<file path="src/rtl/sram_ctrl_pkg.sv">
package sram_ctrl_pkg;

    typedef enum logic [2:0] {
        PH_IDLE,
        PH_W_SETUP,
        PH_W_STROBE,
        PH_W_RECOVER,
        PH_R_ACCESS,
        PH_R_TURN
    } phase_e;

    typedef struct packed {
        logic ce_n;
        logic we_n;
        logic oe_n;
        logic drive;
    } strobe_t;

    localparam strobe_t STROBES_QUIET = '{ce_n: 1'b1, we_n: 1'b1, oe_n: 1'b1, drive: 1'b0};

    // Cycles needed for a limit given in tenths of a nanosecond, rounded up, at least one.
    function automatic int tenths_to_cycles(input int need_ns10, input int period_ns);
        int c;
        c = (need_ns10 + period_ns * 10 - 1) / (period_ns * 10);
        if (c < 1) c = 1;
        return c;
    endfunction

    function automatic int max_int(input int a, input int b);
        return (a > b) ? a : b;
    endfunction

    function automatic strobe_t phase_strobes(input phase_e p);
        strobe_t s;
        s = STROBES_QUIET;
        case (p)
            PH_W_SETUP:   s = '{ce_n: 1'b0, we_n: 1'b1, oe_n: 1'b1, drive: 1'b0};
            PH_W_STROBE:  s = '{ce_n: 1'b0, we_n: 1'b0, oe_n: 1'b1, drive: 1'b1};
            PH_W_RECOVER: s = '{ce_n: 1'b0, we_n: 1'b1, oe_n: 1'b1, drive: 1'b1};
            PH_R_ACCESS:  s = '{ce_n: 1'b0, we_n: 1'b1, oe_n: 1'b0, drive: 1'b0};
            default:      s = STROBES_QUIET;
        endcase
        return s;
    endfunction

endpackage

</file>
<file path="src/rtl/sram_phase_timer.sv">
module sram_phase_timer #(
    parameter int CW = 4
) (
    input  logic          clk,
    input  logic          rst,
    input  logic          load,
    input  logic [CW-1:0] load_val,
    output logic          done
);
    logic [CW-1:0] cnt_q;

    always_ff @(posedge clk) begin
        if (rst) begin
            cnt_q <= '0;
        end else if (load) begin
            cnt_q <= load_val;
        end else if (cnt_q != '0) begin
            cnt_q <= cnt_q - 1'b1;
        end
    end

    assign done = (cnt_q == '0);
endmodule

</file>
<file path="src/rtl/sram_seq_fsm.sv">
module sram_seq_fsm
    import sram_ctrl_pkg::*;
#(
    parameter int N_AS = 1,
    parameter int N_WP = 2,
    parameter int N_WH = 1,
    parameter int N_RA = 2,
    parameter int N_TA = 1,
    parameter int CW   = 4
) (
    input  logic          clk,
    input  logic          rst,
    input  logic          start,
    input  logic          start_write,
    input  logic          timer_done,
    output phase_e        phase_q,
    output phase_e        phase_d,
    output logic          timer_load,
    output logic [CW-1:0] timer_val,
    output logic          capture
);
    function automatic logic [CW-1:0] span_m1(input phase_e p);
        case (p)
            PH_W_SETUP:   return CW'(N_AS - 1);
            PH_W_STROBE:  return CW'(N_WP - 1);
            PH_W_RECOVER: return CW'(N_WH - 1);
            PH_R_ACCESS:  return CW'(N_RA - 1);
            PH_R_TURN:    return CW'(N_TA - 1);
            default:      return '0;
        endcase
    endfunction

    function automatic phase_e follow(input phase_e p);
        case (p)
            PH_W_SETUP:   return PH_W_STROBE;
            PH_W_STROBE:  return PH_W_RECOVER;
            PH_R_ACCESS:  return PH_R_TURN;
            default:      return PH_IDLE;
        endcase
    endfunction

    always_comb begin
        phase_d    = phase_q;
        timer_load = 1'b0;
        if (phase_q == PH_IDLE) begin
            if (start) begin
                phase_d    = start_write ? PH_W_SETUP : PH_R_ACCESS;
                timer_load = 1'b1;
            end
        end else if (timer_done) begin
            phase_d    = follow(phase_q);
            timer_load = 1'b1;
        end
        timer_val = span_m1(phase_d);
    end

    assign capture = (phase_q == PH_R_ACCESS) && timer_done;

    always_ff @(posedge clk) begin
        if (rst) phase_q <= PH_IDLE;
        else     phase_q <= phase_d;
    end
endmodule

</file>
<file path="src/rtl/sram_io_regs.sv">
module sram_io_regs
    import sram_ctrl_pkg::*;
#(
    parameter int ADDR_W = 15,
    parameter int DATA_W = 8
) (
    input  logic              clk,
    input  logic              rst,
    input  logic              accept,
    input  logic [ADDR_W-1:0] addr_in,
    input  logic [DATA_W-1:0] wdata_in,
    input  phase_e            phase_d,
    input  logic              capture,
    input  logic [DATA_W-1:0] dq_in,
    output logic [ADDR_W-1:0] addr_q,
    output logic [DATA_W-1:0] wdata_q,
    output strobe_t           strobes_q,
    output logic [DATA_W-1:0] rdata_q,
    output logic              rvalid_q
);
    always_ff @(posedge clk) begin
        if (rst) begin
            addr_q    <= '0;
            wdata_q   <= '0;
            strobes_q <= STROBES_QUIET;
            rdata_q   <= '0;
            rvalid_q  <= 1'b0;
        end else begin
            if (accept) begin
                addr_q  <= addr_in;
                wdata_q <= wdata_in;
            end
            strobes_q <= phase_strobes(phase_d);
            rvalid_q  <= capture;
            if (capture) rdata_q <= dq_in;
        end
    end
endmodule

</file>
<file path="src/rtl/sram_strobe_ctrl.sv">
module sram_strobe_ctrl
    import sram_ctrl_pkg::*;
#(
    parameter int ADDR_W        = 15,
    parameter int DATA_W        = 8,
    parameter int CLK_PERIOD_NS = 4,
    parameter int T_ADDR_SETUP_NS10 = 0,
    parameter int T_WE_PULSE_NS10   = 60,
    parameter int T_DATA_SETUP_NS10 = 35,
    parameter int T_RECOVER_NS10    = 0,
    parameter int T_ADDR_ACC_NS10   = 50,
    parameter int T_OE_ACC_NS10     = 40,
    parameter int T_RELEASE_NS10    = 30
) (
    input  logic              clk,
    input  logic              rst,
    input  logic              req_valid,
    output logic              req_ready,
    input  logic              req_write,
    input  logic [ADDR_W-1:0] req_addr,
    input  logic [DATA_W-1:0] req_wdata,
    output logic [DATA_W-1:0] rdata,
    output logic              rdata_valid,
    output logic [ADDR_W-1:0] sram_addr,
    output logic              sram_ce_n,
    output logic              sram_we_n,
    output logic              sram_oe_n,
    output logic [DATA_W-1:0] sram_dq_out,
    output logic              sram_dq_oe,
    input  logic [DATA_W-1:0] sram_dq_in
);
    localparam int N_AS  = tenths_to_cycles(T_ADDR_SETUP_NS10, CLK_PERIOD_NS);
    localparam int N_WP  = max_int(tenths_to_cycles(T_WE_PULSE_NS10, CLK_PERIOD_NS),
                                   tenths_to_cycles(T_DATA_SETUP_NS10, CLK_PERIOD_NS));
    localparam int N_WH  = tenths_to_cycles(T_RECOVER_NS10, CLK_PERIOD_NS);
    localparam int N_RA  = max_int(tenths_to_cycles(T_ADDR_ACC_NS10, CLK_PERIOD_NS),
                                   tenths_to_cycles(T_OE_ACC_NS10, CLK_PERIOD_NS));
    localparam int N_TA  = tenths_to_cycles(T_RELEASE_NS10, CLK_PERIOD_NS);
    localparam int N_MAX = max_int(max_int(max_int(N_AS, N_WP), max_int(N_WH, N_RA)), N_TA);
    localparam int CW    = (N_MAX < 2) ? 1 : $clog2(N_MAX);

    phase_e        phase_q;
    phase_e        phase_d;
    logic          timer_load;
    logic [CW-1:0] timer_val;
    logic          timer_done;
    logic          capture;
    logic          accept;
    strobe_t       strobes_q;
    logic [DATA_W-1:0] wdata_q;

    assign req_ready = (phase_q == PH_IDLE);
    assign accept    = req_valid && req_ready;

    sram_seq_fsm #(
        .N_AS(N_AS), .N_WP(N_WP), .N_WH(N_WH), .N_RA(N_RA), .N_TA(N_TA), .CW(CW)
    ) u_fsm (
        .clk        (clk),
        .rst        (rst),
        .start      (accept),
        .start_write(req_write),
        .timer_done (timer_done),
        .phase_q    (phase_q),
        .phase_d    (phase_d),
        .timer_load (timer_load),
        .timer_val  (timer_val),
        .capture    (capture)
    );

    sram_phase_timer #(.CW(CW)) u_timer (
        .clk     (clk),
        .rst     (rst),
        .load    (timer_load),
        .load_val(timer_val),
        .done    (timer_done)
    );

    sram_io_regs #(.ADDR_W(ADDR_W), .DATA_W(DATA_W)) u_io (
        .clk      (clk),
        .rst      (rst),
        .accept   (accept),
        .addr_in  (req_addr),
        .wdata_in (req_wdata),
        .phase_d  (phase_d),
        .capture  (capture),
        .dq_in    (sram_dq_in),
        .addr_q   (sram_addr),
        .wdata_q  (wdata_q),
        .strobes_q(strobes_q),
        .rdata_q  (rdata),
        .rvalid_q (rdata_valid)
    );

    assign sram_ce_n   = strobes_q.ce_n;
    assign sram_we_n   = strobes_q.we_n;
    assign sram_oe_n   = strobes_q.oe_n;
    assign sram_dq_oe  = strobes_q.drive;
    assign sram_dq_out = wdata_q;
endmodule

</file>
<file path="config.mk">
export PLATFORM = sky130hd
export DESIGN_NAME = sram_strobe_ctrl
export DESIGN_NICKNAME = d
export VERILOG_FILES = /design/src/rtl/sram_ctrl_pkg.sv /design/src/rtl/sram_phase_timer.sv /design/src/rtl/sram_seq_fsm.sv /design/src/rtl/sram_io_regs.sv /design/src/rtl/sram_strobe_ctrl.sv
export SDC_FILE = /design/constraint.sdc
export NUM_CORES = 1
export LEC_CHECK = 0
export ABC_AREA = 0
export BUFFER_PORTS_ARGS = -buffer_cell sky130_fd_sc_hd__buf_2
export CORE_ASPECT_RATIO = 0.6
export CORE_MARGIN = 1.5
export CORE_UTILIZATION = 40
export DETAILED_ROUTE_END_ITERATION = 10
export PLACE_DENSITY = 0.7
export SYNTH_ARGS = -nofsm -noshare
export SYNTH_HDL_FRONTEND = slang
export SYNTH_SLANG_ARGS = --single-unit
</file>
<file path="constraint.sdc">
create_clock -name clk -period 2.7 [get_ports clk]
set_clock_uncertainty 0.05 [all_clocks]
set_input_delay 0.54 -clock clk [delete_from_list [all_inputs] [get_ports clk]]
set_output_delay 0.54 -clock clk [all_outputs]
set_load 0.01 [all_outputs]
</file>
==> metrics.csv, run 1 <==
metric;value;unit
Routed Wire Length;3290;microns
Final Hold Viols;0;
Post-Syn Area per Cell;8.44;sq um
Flop pwr share;50.6;%
Final WS setup;903;ps
number of synthesized register bits;40;
CP Depth;2;
Inst Count DP;290;
Starting Density;42.2;%
post-synthesis cell type count;34;
grt total ovfl;0;
DP Area;1890;sq um
Comb pwr share;23.9;%
worst-path cell chain;nor3_2 -> buf_2;
NumNets Final;285;
leading area contributor after synthesis;dfxtp_1;
die area;4300;sq um
number of antenna violations at the first check in global routing;0;
die width;83.7;microns
number of global-route vias before repair;1266;
Yosys top cell area share;51.3;%
crit path max fanout;12;
DRT Pass-1 Iters;4;
WP data arrival;1210;ps
Worst Path Class, Setup;register to output pin;
Seq/Total Area, Yosys;51.3;%
VDD IR-drop max;0.387;mV
leakage;0.873;nW
worst stage delay on the critical path;640;ps
post-synth net total;220;
WHS Path Cells;2;
Port Buf Inserts;71;
Synth warnings;0;
Synth area leaders;dfxtp_1, nand2_1, a21oi_1;
Worst Tran Pin Value;768;ps
Setup crit start kind;register;
# Post-CTS Setup Buffers;0;
DR vias;1381;
ratio of cells with drive above 1 in the final layout;34.4;%
Placer Congestion;0.834;
hold_ws;402;ps
Final Util;53.0;%
Switch Pwr;431;uW
Tmin final;1800;ps
Hold Path Class;register to register;
max-slew violations;0;
area of the mapped netlist;1560;sq um
Final Instance Count excl. Fillers;297;
Clock Pin Slew Worst Setup and Hold Paths;70;ps
cell family with most CP delay;flip-flops;
first-pass GRT wire length;5720;microns
Sw Share;30.7;%
total power draw;1.40;mW
post-synthesis instance total;185;
Power Dens Cells;715;nW/um^2
Critical Path RT;2110;ps
final period utilization;66.6;%
internal cell power;972;uW
CTS Buf Count;5;
H-tree levels;2;
routed len/inst;11.1;microns
Vert. Die Dim;51.4;microns
# IOs;72;
Worst Setup End Kind;output pin;
CORE AREA;3700;sq um
Core Rows;17;
clock network fraction of total power;25.5;%
Slowest-stage cell, CP;dfxtp_1;
Area Overhead vs Synth;25.7;%
HPWL Detailed;2360;microns
Setup WS pre-CTS;915;ps
remaining antenna violation count;0;
Buf/Inv on CP;1;
slew margin rel.;48.7;%
clock sinks;40;
GR Util All Layers;16.7;%
CTS resizes;0;
initial drt markers;42;
DRC Markers;0;
worst reg2reg path depth;4;
final setup vio count;0;
hold buffer count at cts;0;
n_diodes;0;
RSZ-0062 raised after global routing;false;
status;completed;
Worst-Skew Late Latency;280;ps
largest net degree at the start of global routing;40;
Root Buffer;clkbuf_8;
fmax;0.556;GHz
setup TNS;0;ps
max-cap violations;0;
CTS tree;done;
Post-Layout Inst Area;1960;sq um
via/cell ratio;4.65;
clk buf depth;2;
## cell families (layout without fill, tap and decap cells)
group / after synthesis / in the layout / synth area share [%]
and+or+nand+nor: 84 / 84 / 23.9
AOI/OAI and AO/OA: 44 / 44 / 17.3
DFF: 40 / 40 / 51.3
buffers and inverters: 15 / 80 / 6.25
adders and majority gates: 1 / 1 / 0.721
xor gates and xnor gates: 1 / 1 / 0.561
## worst reg2reg max path: stages (launching register included)
cell	delay, ps
dfxtp_1	460
nor3_2	290
and2_1	640
nand2_1	140
a21oi_1	140
## sequential cells by signal, summed over array words and instances, names as in the netlist
| signal | count |
|---|---|
| u_io.rdata_q | 8 |
| u_io.wdata_q | 8 |
| u_fsm.phase_q | 3 |
| u_io.addr_q | 15 |
| u_io.strobes_q | 4 |
| u_timer.cnt_q | 1 |
| u_io.rvalid_q | 1 |
## per-layer routing
metal / vias to the layer above / track usage [%] / part of all wire (%)
li1: 737 / - / -
met1: 581 / 24.6 / 54
met2: 60 / 21.9 / 36
met3: 3 / 7.43 / 10
met4: 0 / 3.28 / 0.40
met5: - / 0 / 0
## worst paths after layout
| path | start | endpoint | slack, ps |
|---|---|---|---|
| worst max-delay path | u_fsm.phase_q[0] | req_ready | 900 |
| worst min-delay path | u_io.rdata_q[1] | u_io.rdata_q[1] | 400 |
| worst max register to register | u_fsm.phase_q[0] | u_io.addr_q[12] | 900 |
| worst min register to register | u_io.rdata_q[1] | u_io.rdata_q[1] | 400 |
## Yosys cell counts
cell,count
o2bb2ai_2,1
o41ai_1,1
or3_1,1
dfxtp_1,40
o32a_1,1
nor2_2,1
maj3_2,1
a32oi_2,1
and2_1,1
o21ai_0,1
buf_4,1
a311oi_1,1
nor3_2,1
nand3_1,2
a21oi_1,34
nor2b_1,1
clkbuf_4,1
o21a_1,1
a221oi_2,1
o21ai_2,1
and2b_1,1
nand2_1,64
or2_1,1
buf_2,3
o21ai_1,1
nor4b_2,1
nor2_1,6
clkbuf_1,4
buf_6,4
nand2b_1,2
xnor2_1,1
inv_1,2
nand3b_1,1
nor3_4,1
## final cells by class
type / count / area [sq um]
multi-input combinational: 130 / 663
inverter: 2 / 7.51
sequential: 40 / 801
clock buffer: 6 / 72.6
clock inverter: 1 / 5.00
fill: 396 / 1740
timing repair buffer: 71 / 355
tap: 47 / 58.8
## power by group through the flow
| stage | Combinational [mW] | Sequential [mW] | Clock (mW) |
|---|---|---|---|
| after global routing | 0.380 | 0.720 | 0.399 |
| after CTS | 0.338 | 0.710 | 0.373 |
| after global placement | 0.335 | 0.722 | 0 |
| after floorplan | 0.241 | 0.727 | 0 |
| after detailed placement | 0.338 | 0.722 | 0 |
| final | 0.335 | 0.710 | 0.358 |
## cells in the final DEF (no fill, tap or decap), types with 2 or more instances in the layout
cell,instances
nand2b_1,2
nand3_1,2
nand2_1,64
buf_2,71
dfxtp_1,40
nor2_1,6
a21oi_1,34
clkbuf_8,5
inv_1,2
(Power assumes the default switching activity.)
==> run 2, diff against run 1 <==
Settings changed: PLACE_DENSITY 0.7 to 0.73.
Clock period 2.7 ns to 1.45 ns, I/O delays scaled along.
==> run 2 against run 1 <==
  * Global-route usage rose by 0.16 points
  * Routed wire length rose by 11%
  * Clock power rose by 90%
  * Cell count rose by 3.0%
  * Critical path type unchanged
  * Highest routed layer unchanged
==> metrics.csv, run 2 (synthesis gave the netlist of run 1 again) <==
metric;value;unit;change
Worst Setup End Kind;output pin;;
fmax;0.696;GHz;
most common cell after layout, fill and taps aside;buf_2;;
Starting Density;42.2;%;unchanged
Post-Layout Inst Area;2100;sq um;+6.9%
Final WS setup;13.0;ps;-890 ps
# IOs;72;;unchanged
die width;83.7;microns;unchanged
Routed Wire Length;3640;microns;+11%
worst-path cell chain;buf_12 -> nor3_4 -> buf_2;;
slew margin rel.;76.1;%;+27 points
Critical Path RT;1110;ps;-1000 ps
final setup vio count;0;;unchanged
DP Area;1980;sq um;+5.2%
CTS Buf Count;5;;unchanged
number of antenna violations at the first check in global routing;0;;unchanged
max FFs per register;15;;unchanged
Placer Congestion;0.873;;+4.7%
hold buffer count at cts;0;;unchanged
met3 Use GR;7.27;%;-0.16 points
CORE AREA;3700;sq um;unchanged
Setup crit start kind;register;;
clock sinks;40;;unchanged
worst reg2reg path depth;6;;+2
ratio of cells with drive above 1 in the final layout;39.8;%;+5.4 points
number of global-route vias before repair;1228;;-3.0%
Area Overhead vs Synth;34.4;%;
Clock Pin Slew Worst Setup and Hold Paths;70;ps;about the same
status;completed;;
Root Buffer;clkbuf_8;;
worst stage delay on the critical path;350;ps;-290 ps
DRT Pass-1 Iters;4;;unchanged
Critical Path Start;u_fsm.phase_q[2];;
GR Util All Layers;16.8;%;+0.16 points
leakage;0.937;nW;+7.3%
Largest regs;u_io.addr_q: 15 flops, u_io.rdata_q: 8 flops, u_io.wdata_q: 8 flops;;
Slowest-stage cell, CP;dfxtp_2;;
Worst setup endpoint;req_ready;;
WP data arrival;1100;ps;-110 ps
DRC Markers;0;;unchanged
Critical R2R Launch;u_fsm.phase_q[2];;
grt met2 use;21.8;%;-0.13 points
HPWL Detailed;2540;microns;+7.9%
final period utilization;99.1;%;
Worst-Skew Late Latency;280;ps;about the same
clk buf depth;2;;unchanged
hold_ws;185;ps;-217 ps
DR vias;1465;;+6.1%
Port Buf Inserts;71;;unchanged
remaining antenna violation count;0;;unchanged
via/cell ratio;4.79;;+3.0%
Reg-to-Reg End;u_io.strobes_q[3];;
busiest layer in global routing;met1;;
crit path max fanout;13;;+1
register-to-register setup slack;30;ps;-870 ps
H-tree levels;2;;unchanged
Hold Path Class;primary input to register;;
first-pass GRT wire length;5530;microns;-3.3%
largest net degree at the start of global routing;24;;-40%
GR Layer Usage met1;23.8;%;-0.82 points
total power draw;2.77;mW;+97%
routed len/inst;11.9;microns;+7.5%
RSZ-0062 raised after global routing;true;;
Core Rows;17;;unchanged
grt total ovfl;0;;unchanged
Worst Path Class, Setup;register to output pin;;
cell family with most CP delay;flip-flops;;
initial drt markers;93;;+120%
max-cap violations;0;;unchanged
Buf/Inv on CP;2;;+1
Power Dens Cells;1320;nW/um^2;+84%
Tmin final;1440;ps;
Biggest register;u_io.addr_q;;
n_diodes;0;;unchanged
Setup WS pre-CTS;-12.0;ps;-926 ps
Final Hold Viols;0;;unchanged
max-slew violations;0;;unchanged
NumNets Final;294;;+3.2%
most frequent cells in the layout;buf_2, nand2_1, dfxtp_1;;
CTS tree;done;;
Vert. Die Dim;51.4;microns;unchanged
die area;4300;sq um;unchanged
CP Depth;3;;+1
VDD IR-drop max;0.666;mV;+72%
Worst Tran Pin Value;353;ps;-415 ps
==> run 2: cell count changes in the layout (fill, tap and decap cells not counted), moves of 3 or more <==
| cell | delta |
|---|---|
| buf_4 | +6 |
| buf_12 | +3 |
| dfxtp_1 | -4 |
| dfxtp_2 | +3 |
==> run 2: layout make-up <==
class | count | area [sq um]
Timing Repair Buffer | 80 | 460
Clock buffer | 6 | 72.6
Clock inverter | 1 | 5.00
Multi-Input combinational cell | 130 | 686
Fill cell | 355 | 1600
Tap cell | 47 | 58.8
Sequential cell | 40 | 808
Inverter | 2 | 7.51
==> run 2: metal layers <==
layer,up-vias,share of wire [%]
met5,-,0
met4,0,1.3
met3,7,10
met2,68,38
met1,635,50
li1,755,-
==> run 2: worst min-delay path by stage <==
stage                              endpoint  cells past startpoint             from  slack [ps]
after global routing        u_io.wdata_q[7]                      3     req_wdata[7]         180
after CTS                   u_io.rdata_q[7]                      3    sram_dq_in[7]         180
final                       u_io.rdata_q[7]                      3    sram_dq_in[7]         190
after floorplan           u_io.strobes_q[0]                      1              rst         310
after detailed placement    u_io.rdata_q[1]                      2  u_io.rdata_q[1]         390
after global placement      u_io.rdata_q[5]                      2  u_io.rdata_q[5]         390
==> run 2: report_power, final <==
group	switching [mW]	total, mW	leakage, nW	internal (mW)
clock	0.354	0.681	0.0410	0.327
sequential	0.0995	1.32	0.329	1.23
combinational	0.406	0.760	0.566	0.354
total	0.859	2.77	0.937	1.91
==> run 2: tightest hold or removal path, stage by stage <==
cell and delay [ps]:
buf_2 90, nand2_1 40, a21oi_1 50
==> run 2: what timing repair did <==
action | in CTS | in global routing
gates cloned | 0 | 0
pin swaps | 1 | 2
resized for setup | 3 | 7
endpoints found under the hold margin | 0 | 0
buffers inserted | 0 | 1
endpoints found under the setup margin | 2 | 8
==> run 2: per-stage QoR <==
step	utilization [%]	cells	setup TNS, ps
final	56.7	306	0
after global routing	56.7	306	-85.2
after CTS	55.9	305	-0.674
after detailed placement	53.6	298	-12.0
after global placement	53.6	298	-35.6
after floorplan	-	185	0
==> run 3, diff against run 2 <==
Settings changed: CTS_CLUSTER_DIAMETER set to 30, SYNTH_HIERARCHICAL set to 1.
==> run 3 against run 2 <==
  * The run now ends with negative setup slack left
  * Clock-buffer cell count down 1
  * Cell area up 8.7%
  * First-iteration DRC count down 41%
  * Critical path type is now register to register
  * Critical endpoint is now u_io/strobes_q[3]
  * Largest cell class unchanged
==> metrics.csv, run 3 <==
metric;value;unit;change
n_diodes;0;;unchanged
top cells by count, synth;dfxtp_1, nor2_1, mux2i_1, nor2b_1;;
number of synthesized register bits;40;;unchanged
busiest layer in global routing;met2;;
Starting Density;41.8;%;-0.40 points
status;finished with violations;;
Placer Congestion;0.852;;-2.4%
predominant post-synthesis flop cell;dfxtp_1;;
NumNets Final;275;;-6.5%
final period utilization;120;%;+21 points
max FFs per register;15;;unchanged
Clock Pin Slew Worst Setup and Hold Paths;80;ps;about the same
routed len/inst;12.9;microns;+8.6%
Worst-Skew Late Latency;280;ps;about the same
grt total ovfl;0;;unchanged
DRC Markers;0;;unchanged
CTS tree;done;;
number of flops mapped to enable cells by yosys;0;;unchanged
Critical Path RT;1580;ps;+470 ps
Vert. Die Dim;50.9;microns;-0.98%
Routed Wire Length;3720;microns;+2.2%
grt met2 use;27.0;%;+5.2 points
Post-Layout Inst Area;2280;sq um;+8.7%
met3 Use GR;5.65;%;-1.6 points
final setup vio count;38;;+38
Post-synth ARST share;0;%;unchanged
failing checks;negative setup slack;;
Yosys top cell area share;52.4;%;+1.1 points
largest net degree at the start of global routing;25;;+4.2%
most common cell after layout, fill and taps aside;buf_2;;
Post-Syn Area per Cell;10.5;sq um;+25%
CORE AREA;3660;sq um;-1.1%
Root Buffer;clkbuf_8;;
via/cell ratio;4.68;;-2.2%
die width;82.8;microns;-1.0%
Synth area leaders;dfxtp_1, mux2i_1, nor2_1;;
Largest regs;u_io/addr_q: 15 flops, u_io/rdata_q: 8 flops, u_io/wdata_q: 8 flops;;
DR vias;1348;;-8.0%
first-pass GRT wire length;5650;microns;+2.1%
GR Util All Layers;17.0;%;+0.12 points
Slowest-stage cell, CP;or4b_4;;
worst stage delay on the critical path;490;ps;+140 ps
Worst Tran Pin Value;247;ps;-106 ps
slew margin rel.;83.4;%;+7.3 points
Seq/Total Area, Yosys;52.4;%;+1.1 points
Worst Setup End Kind;register;;
number of global-route vias before repair;1286;;+4.7%
post-synthesis instance total;145;;-22%
top-count cell post-synth;dfxtp_1;;
leakage;1.14;nW;+22%
crit path max fanout;4;;-9
# IOs;72;;unchanged
number of antenna violations at the first check in global routing;0;;unchanged
leading area contributor after synthesis;dfxtp_1;;
RSZ-0062 raised after global routing;true;;
remaining antenna violation count;0;;unchanged
post-synthesis cell type count;30;;-12%
Synth warnings;6;;+6
Hold Path Class;primary input to register;;
Final WS setup;-292;ps;-305 ps
max-slew violations;0;;unchanged
WP data arrival;1870;ps;+770 ps
total power draw;5.03;mW;+82%
GR Layer Usage met1;22.5;%;-1.3 points
Final Hold Viols;0;;unchanged
CTS Buf Count;5;;unchanged
most frequent cells in the layout;buf_2, dfxtp_1, nor2_1;;
Power Dens Cells;2210;nW/um^2;+67%
die area;4210;sq um;-2.0%
H-tree levels;2;;unchanged
fmax;0.574;GHz;-17%
HPWL Detailed;2550;microns;+0.34%
area of the mapped netlist;1530;sq um;-2.1%
VDD IR-drop max;1.22;mV;+83%
hold_ws;191;ps;+5.20 ps
Worst Path Class, Setup;register to register;;
DP Area;2040;sq um;+2.6%
initial drt markers;55;;-41%
clk buf depth;2;;unchanged
clock sinks;40;;unchanged
DRT Pass-1 Iters;4;;unchanged
Port Buf Inserts;71;;unchanged
Core Rows;17;;unchanged
Tmin final;1740;ps;+305 ps
Setup crit start kind;register;;
worst-path cell chain;buf_4 -> a21oi_2 -> o21ai_1 -> a22o_1 -> or4b_4 -> a21boi_2;;
Area Overhead vs Synth;49.2;%;
ratio of cells with drive above 1 in the final layout;50.6;%;+11 points
max-cap violations;0;;unchanged
Biggest register;u_io/addr_q;;
post-synth net total;180;;-18%
## run 3: changes by cell type in the layout (fill, tap and decap cells not counted), sizes merged, moves of 3 or more
cell	change
nor2b	+3
a21oi	-32
nand2	-62
mux2i	+31
nor2	+26
buf	+15
## run 3: kinds of logic (layout without fill, tap and decap cells)
family | count (synthesis) | count (layout) | synth area share [%]
compound gates | 12 | 12 | 6.14
simple gates | 50 | 50 | 16.6
mux | 31 | 31 | 20.3
flops | 40 | 40 | 52.4
buf+inv | 12 | 108 | 4.58
## run 3: worst max-delay path: cells and delay by family, from the launching register on
family          cells  cell delay, ps
simple gates        1             490
compound gates      4             580
flops               1             370
buf+inv             1             150
## run 3: final cells by class
| class | count | area (sq um) |
|---|---|---|
| timing repair buffer | 97 | 617 |
| tap | 47 | 58.8 |
| multi-input combinational | 93 | 699 |
| clock inverter | 3 | 18.8 |
| fill | 312 | 1380 |
| inverter | 3 | 11.3 |
| clock buffer | 5 | 68.8 |
| sequential | 40 | 807 |
## run 3: report_power, final
group          switching, mW  internal (mW)
clock                  0.378          0.335
sequential             0.160           1.41
combinational           1.21           1.54
## run 3: repair_timing
item	4_1_cts	5_1_grt
resized for setup	11	4
pin swaps	6	4
buffers inserted	3	2
cloned	0	3
setup endpoints to repair	37	39
hold buffers	0	0
## run 3: final timing paths
check,start,to,slack (ps),cells after the start
max,u_fsm/phase_q[2],u_io/strobes_q[3],-290,6
min,sram_dq_in[6],u_io/rdata_q[6],190,3
max reg2reg,u_fsm/phase_q[2],u_io/strobes_q[3],-290,6
min reg2reg,u_io/addr_q[8],u_io/addr_q[8],440,2
## run 3: per-stage QoR
stage          setup TNS (ps)  cells  util (%)  worst slack [ps]
3_5_place_dp            -3780    272      55.6              -326
2_1_floorplan            -868    145         -              -268
5_1_grt                 -4400    288      62.3              -350
4_1_cts                 -1180    283      59.7              -290
6_report                -1840    288      62.3              -292
3_3_place_gp            -2800    272      55.6              -284
## run 3: per-layer routing
metal / routed length (microns) / part of all wire (%)
met1: 1850 / 50
met4: 0 / 0
met3: 240 / 6.4
met2: 1640 / 44
met5: 0 / 0
